File: config.mk
export PLATFORM = sky130hd
export DESIGN_NAME = mep_supply_ctrl
export DESIGN_NICKNAME = d
export VERILOG_FILES = /design/src/rtl/mep_pkg.sv /design/src/rtl/mep_search.sv /design/src/rtl/mep_clamp.sv /design/src/rtl/mep_gate.sv /design/src/rtl/mep_supply_ctrl.sv
export SDC_FILE = /design/constraint.sdc
export NUM_CORES = 1
export LEC_CHECK = 0
export CORE_MARGIN = 2
export CORE_UTILIZATION = 40
export CTS_CLUSTER_SIZE = 25
export DETAILED_ROUTE_END_ITERATION = 16
export GPL_ROUTABILITY_DRIVEN = 0
export PLACE_DENSITY = 0.65
export SYNTH_ARGS = -nofsm -noshare
export SYNTH_HDL_FRONTEND = slang
export SYNTH_SLANG_ARGS = --single-unit
export TNS_END_PERCENT = 50
File: constraint.sdc
create_clock -name clk -period 3.3 [get_ports clk]
set_input_delay 0.66 -clock clk [delete_from_list [all_inputs] [get_ports clk]]
set_output_delay 0.66 -clock clk [all_outputs]
set_load 0.02 [all_outputs]
File: src/rtl/mep_pkg.sv
package mep_pkg;

   typedef enum logic [2:0] {
      ST_IDLE,
      ST_PRE,
      ST_GAP1,
      ST_CHG,
      ST_GAP2,
      ST_DIS,
      ST_GAP3,
      ST_CMP
   } mep_st_e;

endpackage

File: src/rtl/mep_search.sv
module mep_search
   import mep_pkg::*;
#(
   parameter int CODE_W  = 6,
   parameter int LEN_W   = 4,
   parameter int PRE_CYC = 2
) (
   input  logic              clk,
   input  logic              rst_n,
   input  logic              restart,
   input  logic [CODE_W-1:0] start_code,
   input  logic [LEN_W-1:0]  t1_len,
   input  logic [LEN_W-1:0]  t2_len,
   input  logic              cmp_low,
   output logic              sw_pre,
   output logic              sw_chg,
   output logic              sw_dis,
   output logic [CODE_W-1:0] cand_code,
   output logic              searching,
   output logic [CODE_W-1:0] opt_code,
   output logic              opt_valid
);

   localparam int PRE_W = $clog2(PRE_CYC + 1);
   localparam int CNT_W = (PRE_W > LEN_W) ? PRE_W : LEN_W;
   localparam logic [CNT_W-1:0] PRE_LOAD = CNT_W'(PRE_CYC - 1);

   mep_st_e          st;
   logic [CNT_W-1:0] cnt;
   logic [CNT_W-1:0] t1_load;
   logic [CNT_W-1:0] t2_load;
   logic             pre_last;
   logic             cnt_zero;

   assign cnt_zero = (cnt == '0);

   generate
      if (PRE_CYC == 1) begin : g_pre_single
         assign pre_last = 1'b1;
      end else begin : g_pre_multi
         assign pre_last = cnt_zero;
      end
   endgenerate

   always_comb begin
      t1_load = (t1_len == '0) ? '0 : CNT_W'(t1_len - 1'b1);
      t2_load = (t2_len == '0) ? '0 : CNT_W'(t2_len - 1'b1);
   end

   always_ff @(posedge clk or negedge rst_n) begin
      if (!rst_n) begin
         st        <= ST_IDLE;
         cnt       <= '0;
         cand_code <= '0;
         opt_code  <= '0;
         opt_valid <= 1'b0;
      end else begin
         unique case (st)
            ST_IDLE: begin
               if (restart) begin
                  cand_code <= start_code;
                  cnt       <= PRE_LOAD;
                  st        <= ST_PRE;
               end
            end
            ST_PRE: begin
               if (pre_last) st <= ST_GAP1;
               else          cnt <= cnt - 1'b1;
            end
            ST_GAP1: begin
               cnt <= t1_load;
               st  <= ST_CHG;
            end
            ST_CHG: begin
               if (cnt_zero) st <= ST_GAP2;
               else          cnt <= cnt - 1'b1;
            end
            ST_GAP2: begin
               cnt <= t2_load;
               st  <= ST_DIS;
            end
            ST_DIS: begin
               if (cnt_zero) st <= ST_GAP3;
               else          cnt <= cnt - 1'b1;
            end
            ST_GAP3: st <= ST_CMP;
            ST_CMP: begin
               if (cmp_low || cand_code == '0) begin
                  opt_code  <= cand_code;
                  opt_valid <= 1'b1;
                  st        <= ST_IDLE;
               end else begin
                  cand_code <= cand_code - 1'b1;
                  cnt       <= PRE_LOAD;
                  st        <= ST_PRE;
               end
            end
            default: st <= ST_IDLE;
         endcase
      end
   end

   assign sw_pre    = (st == ST_PRE);
   assign sw_chg    = (st == ST_CHG);
   assign sw_dis    = (st == ST_DIS);
   assign searching = (st != ST_IDLE);

   // a phase that ends is followed by one quiet cycle and then the next phase
   a_r2_pre_then_chg: assert property (@(posedge clk) disable iff (!rst_n)
      $fell(sw_pre) |=> sw_chg);
   a_r2_chg_then_dis: assert property (@(posedge clk) disable iff (!rst_n)
      $fell(sw_chg) |=> sw_dis);
   a_r2_gap_before_on: assert property (@(posedge clk) disable iff (!rst_n)
      ($rose(sw_pre) || $rose(sw_chg) || $rose(sw_dis)) |->
      $past(!sw_pre && !sw_chg && !sw_dis));
   // a new measurement inside a search uses the next lower code
   a_r5_step_down: assert property (@(posedge clk) disable iff (!rst_n)
      ($rose(sw_pre) && $past(searching)) |-> cand_code == $past(cand_code) - 1'b1);
   // the end of a search latches the candidate that was measured
   a_r4_latch: assert property (@(posedge clk) disable iff (!rst_n)
      ($past(searching) && !searching) |-> (opt_valid && opt_code == $past(cand_code)));

endmodule

File: src/rtl/mep_clamp.sv
module mep_clamp #(
   parameter int CODE_W = 6
) (
   input  logic              clk,
   input  logic              rst_n,
   input  logic [CODE_W-1:0] dm_code,
   input  logic [CODE_W-1:0] opt_code,
   input  logic              opt_valid,
   output logic [CODE_W-1:0] reg_code
);

   logic [CODE_W-1:0] floor_code;
   logic [CODE_W-1:0] next_code;

   always_comb begin
      floor_code = opt_valid ? opt_code : '0;
      next_code  = (dm_code > floor_code) ? dm_code : floor_code;
   end

   always_ff @(posedge clk or negedge rst_n) begin
      if (!rst_n) reg_code <= '0;
      else        reg_code <= next_code;
   end

   // never below the optimum once known, never below the request
   a_r6_floor: assert property (@(posedge clk) disable iff (!rst_n)
      $past(opt_valid) |-> reg_code >= $past(opt_code));
   a_r6_request: assert property (@(posedge clk) disable iff (!rst_n)
      reg_code >= $past(dm_code));

endmodule

File: src/rtl/mep_gate.sv
module mep_gate #(
   parameter int CODE_W = 6,
   parameter int WAKE_W = 4
) (
   input  logic              clk,
   input  logic              rst_n,
   input  logic              idle,
   input  logic [CODE_W-1:0] reg_code,
   input  logic [CODE_W-1:0] opt_code,
   input  logic              opt_valid,
   input  logic [WAKE_W-1:0] wake_len,
   output logic              pwr_off,
   output logic              out_valid
);

   logic              gate_en;
   logic              off_q;
   logic [WAKE_W-1:0] wake_cnt;

   assign gate_en = opt_valid && (reg_code == opt_code);

   always_ff @(posedge clk or negedge rst_n) begin
      if (!rst_n) begin
         off_q    <= 1'b0;
         wake_cnt <= '0;
      end else begin
         off_q <= gate_en && idle;
         if (off_q && !idle)       wake_cnt <= wake_len;
         else if (wake_cnt != '0)  wake_cnt <= wake_cnt - 1'b1;
      end
   end

   assign pwr_off   = off_q && idle;
   assign out_valid = !off_q && (wake_cnt == '0);

   // the switch is only opened when the previous cycle sat at the optimum
   a_r7_only_at_opt: assert property (@(posedge clk) disable iff (!rst_n)
      pwr_off |-> $past(opt_valid && reg_code == opt_code));
   // output is never marked usable at the moment power returns
   a_r8_wake_hidden: assert property (@(posedge clk) disable iff (!rst_n)
      $fell(pwr_off) |-> !out_valid);

endmodule

File: src/rtl/mep_supply_ctrl.sv
module mep_supply_ctrl #(
   parameter int CODE_W  = 6,
   parameter int LEN_W   = 4,
   parameter int WAKE_W  = 4,
   parameter int PRE_CYC = 2
) (
   input  logic              clk,
   input  logic              rst_n,
   input  logic              restart,
   input  logic [CODE_W-1:0] dm_code,
   input  logic [LEN_W-1:0]  t1_len,
   input  logic [LEN_W-1:0]  t2_len,
   input  logic              cmp_low,
   input  logic              idle,
   input  logic [WAKE_W-1:0] wake_len,
   output logic              sw_pre,
   output logic              sw_chg,
   output logic              sw_dis,
   output logic [CODE_W-1:0] cand_code,
   output logic              searching,
   output logic [CODE_W-1:0] opt_code,
   output logic              opt_valid,
   output logic [CODE_W-1:0] reg_code,
   output logic              pwr_off,
   output logic              out_valid
);

   generate
      if (CODE_W < 2 || CODE_W > 16) begin : g_bad_code
         $error("CODE_W out of range");
      end
      if (LEN_W < 1 || WAKE_W < 1) begin : g_bad_len
         $error("LEN_W and WAKE_W must be positive");
      end
      if (PRE_CYC < 1) begin : g_bad_pre
         $error("PRE_CYC must be at least one");
      end
   endgenerate

   mep_search #(
      .CODE_W (CODE_W),
      .LEN_W  (LEN_W),
      .PRE_CYC(PRE_CYC)
   ) u_search (
      .clk       (clk),
      .rst_n     (rst_n),
      .restart   (restart),
      .start_code(reg_code),
      .t1_len    (t1_len),
      .t2_len    (t2_len),
      .cmp_low   (cmp_low),
      .sw_pre    (sw_pre),
      .sw_chg    (sw_chg),
      .sw_dis    (sw_dis),
      .cand_code (cand_code),
      .searching (searching),
      .opt_code  (opt_code),
      .opt_valid (opt_valid)
   );

   mep_clamp #(
      .CODE_W(CODE_W)
   ) u_clamp (
      .clk      (clk),
      .rst_n    (rst_n),
      .dm_code  (dm_code),
      .opt_code (opt_code),
      .opt_valid(opt_valid),
      .reg_code (reg_code)
   );

   mep_gate #(
      .CODE_W(CODE_W),
      .WAKE_W(WAKE_W)
   ) u_gate (
      .clk      (clk),
      .rst_n    (rst_n),
      .idle     (idle),
      .reg_code (reg_code),
      .opt_code (opt_code),
      .opt_valid(opt_valid),
      .wake_len (wake_len),
      .pwr_off  (pwr_off),
      .out_valid(out_valid)
   );

endmodule

==> flow_summary.rst <==
.. list-table::
   :header-rows: 1

   * - Metric
     - Value
   * - Die Footprint
     - 5640 um^2
   * - # DRC
     - 0
   * - Sink of the worst hold path
     - u_search.cnt[3]
   * - Worst hold-check path type
     - flip-flop to flip-flop
   * - Placeable core region
     - 4790 um^2
   * - CTS tree
     - yes
   * - Total placed cells including tap cells
     - 328
   * - Mean instance size in the synthesized netlist
     - 9.23 um^2
   * - Post-cts gate resize count
     - 0
   * - Post-Route Utilization
     - 55.3%
   * - Routed via count divided by cell count
     - 5.08
   * - Root buffer cell
     - clkbuf_8
   * - Cell area after synthesis
     - 2020 um^2
   * - CP Data Arrival Time
     - 1.86 ns
   * - Share of layout cells above drive strength 1
     - 5.95%
   * - Mean routed wirelength per cell
     - 12.9 um
   * - HPWL after DPL
     - 3360 um
   * - Final worst clock skew
     - 0.00471 ns
   * - Worst VDD drop
     - 452 uV
   * - R2R cell count
     - 6
   * - Initial standard-cell utilization of the core
     - 42.2%
   * - Drt first-iter violations
     - 42
   * - Global Route Usage Sum
     - 16.8%
   * - Total clock buffers created by CTS
     - 5
   * - Minimum period implied by the final worst setup slack
     - 2.52 ns
   * - Count of boundary I/O pins
     - 48
   * - Asr flop ratio synth
     - 100%
   * - TritonRoute pass-1 iters
     - 4
   * - Run status
     - finished, final reports clean
   * - Hold path cells
     - 1
   * - Number of max-slew violations in the final report
     - 0
   * - Sort of element at the end of the critical path
     - primary output
   * - Flip-flop and latch count after synthesis
     - 31
   * - Grt total ovfl
     - 0
   * - Maximum achievable frequency
     - 0.396 GHz
   * - Clock latency on the worst-skew pair
     - 0.29 ns
   * - Final Cycle Share
     - 76.5%
   * - Via count
     - 1,706
   * - Cell variety after synth
     - 46
   * - Antenna-violating nets left
     - 0
   * - Total power divided by cell area
     - 851 nW/um^2
   * - Worst-path maximum fanout
     - 3
   * - Final number of setup-violating endpoints
     - 0
   * - Beginning of the worst hold path
     - u_search.cnt[3]
   * - Slew at the pin with the worst max-slew slack
     - 0.494 ns
   * - Final instance area
     - 2650 um^2
   * - Worst flop-to-flop path startpoint
     - u_search.opt_valid
   * - Number of global-route vias before repair
     - 1,600
   * - Clock transition at the registers of the reported paths
     - 0.06 ns
   * - Number of antenna cells inserted
     - 0
   * - Yosys warns
     - 0
   * - Cell leakage power
     - 1.21 nW
   * - FF-to-FF setup slack
     - 1.14 ns
   * - H-tree lvl count
     - 2
   * - Hold buffers post-CTS
     - 0
   * - Total power consumption of the routed design
     - 0.00225 W
   * - Main synth FF type
     - dfrtp_1
   * - Total negative slack for setup checks
     - 0 ns
   * - Die outline height
     - 75.1 um
   * - Critical path start-end classification
     - input port to primary output
   * - Sequential area share after synthesis
     - 38.4%
   * - Cell area after placement
     - 2550 um^2
   * - CTS Sinks
     - 31
   * - RSZ-0062 raised after global routing
     - false
   * - Number of hold-slack violations in the final timing report
     - 0
   * - Post-synth EDFFs
     - 0
   * - Max Root-Sink Buffers
     - 2
   * - Worst r2r dst
     - u_clamp.reg_code[0]
   * - Layout-stage area growth over the synthesis result
     - 31.0%
   * - Drt total wl
     - 4350 um
   * - Maxcap violations
     - 0
   * - Floorplan die width
     - 75.1 um
   * - Critical Path Source Type
     - input port
   * - Number of nets in the synthesized netlist
     - 258
   * - Setup repair bufs after CTS
     - 0
   * - First-pass GRT wire length
     - 7180 um
   * - Worst slew margin
     - 66.6%
   * - Count of input and output buffers
     - 47
   * - Post-Layout Cell Count
     - 336
   * - Post-layout net count
     - 307
   * - Antenna violations before repair
     - 0
   * - Number of rows created at floorplan
     - 25
   * - Worst EP required
     - 2.64 ns
   * - Syn Inst Count
     - 219
   * - Largest net degree at the start of global routing
     - 32
-- cell usage in the layout, fill, tap and decap left out, types with 2 or more instances in the layout --
cell	Yosys	layout
a21o_1	3	3
a21oi_1	14	14
and2_1	2	2
clkbuf_8	0	7
clkdlybuf4s50_1	0	47
dfrtp_1	31	31
ha_1	16	16
inv_1	23	23
mux2_1	7	7
mux2i_1	5	5
nand2_1	13	13
nand3_1	6	6
nor2_1	21	21
nor3_1	7	7
nor3b_1	2	2
nor4_1	2	2
o21ai_0	4	4
o21ai_1	11	11
o22ai_1	8	8
or3_1	3	3
xnor2_1	9	9
xor2_1	4	4
-- per-layer routing --
| metal | up-vias | routed length (um) | GRT usage [%] |
|---|---|---|---|
| met4 | 0 | 45 | 5.95 |
| li1 | 865 | - | - |
| met1 | 790 | 2080 | 23.6 |
| met3 | 6 | 222 | 3.61 |
| met5 | - | 0 | 0 |
| met2 | 45 | 2000 | 25.7 |
-- Yosys cell counts (2+ instances only) --
cell type   n  area (um^2)
nor3b_1     2         15.0
o21ai_1    11         55.1
o22ai_1     8         50.1
o21ai_0     4         20.0
ha_1       16          200
a21o_1      3         22.5
buf_2       2         10.0
dfrtp_1    31          776
inv_1      23         86.3
mux2i_1     5         50.1
mux2_1      7         78.8
xnor2_1     9         78.8
and2_1      2         12.5
clkbuf_1    2         7.51
nand3_1     6         30.0
nand2_1    13         48.8
nor4_1      2         12.5
xor2_1      4         35.0
a21oi_1    14         70.1
nor3_1      7         35.0
nor2_1     21         78.8
or3_1       3         18.8
-- worst max path at each step --
stage / slack, ns / cells past startpoint / endpoint / startpoint
6_report: 0.78 / 3 / pwr_off / idle
2_1_floorplan: 1.25 / 5 / u_clamp.reg_code[0] / dm_code[3]
3_5_place_dp: 0.68 / 6 / u_clamp.reg_code[0] / dm_code[3]
3_3_place_gp: 0.72 / 6 / u_clamp.reg_code[0] / dm_code[3]
5_1_grt: 0.72 / 3 / pwr_off / idle
4_1_cts: 0.77 / 3 / pwr_off / idle
-- cell families after synthesis --
kind of cell / synth area share, %
AO/OA/AOI/OAI: 16.2
buffers and inverters: 6.07
flip-flops: 38.4
AND/OR/NAND/NOR: 17.4
adder cells (fa/ha/maj): 9.91
multiplexers: 6.38
XOR/XNOR: 5.63
-- per-stage QoR --
| step | hold slack, ns | setup WS [ns] |
|---|---|---|
| finish | 0.500 | 0.775 |
| global route | 0.526 | 0.719 |
| CTS | 0.506 | 0.769 |
| detailed placement | 0.492 | 0.681 |
| global placement | 0.494 | 0.725 |
| floorplan | 0.364 | 1.25 |
-- critical path, cell delays in order --
cell and delay (ns):
clkdlybuf4s50_1 0.49, and2_1 0.13, clkdlybuf4s50_1 0.59
-- flip-flops by register name, indices dropped and copies added (netlist names) --
signal,cells
u_clamp.reg_code,6
u_gate.off_q,1
u_gate.wake_cnt,4
u_search.cand_code,6
u_search.cnt,4
u_search.opt_code,6
u_search.opt_valid,1
u_search.st,3
-- area by class of cell --
| cell class | count | area (um^2) |
|---|---|---|
| clock buffers | 8 | 100 |
| flip-flops and latches | 31 | 776 |
| fillers | 454 | 2140 |
| repair buffers | 48 | 478 |
| well taps | 67 | 83.8 |
| inverters | 23 | 86.3 |
| multi-input cells | 159 | 1120 |
-- report_power, final --
group	switching, W	internal [W]	total [W]
sequential	0.000217	0.000538	0.000755
combinational	0.000599	0.000574	0.00117
clock	0.000135	0.000190	0.000325
Power figures use the tool's default switching activity.
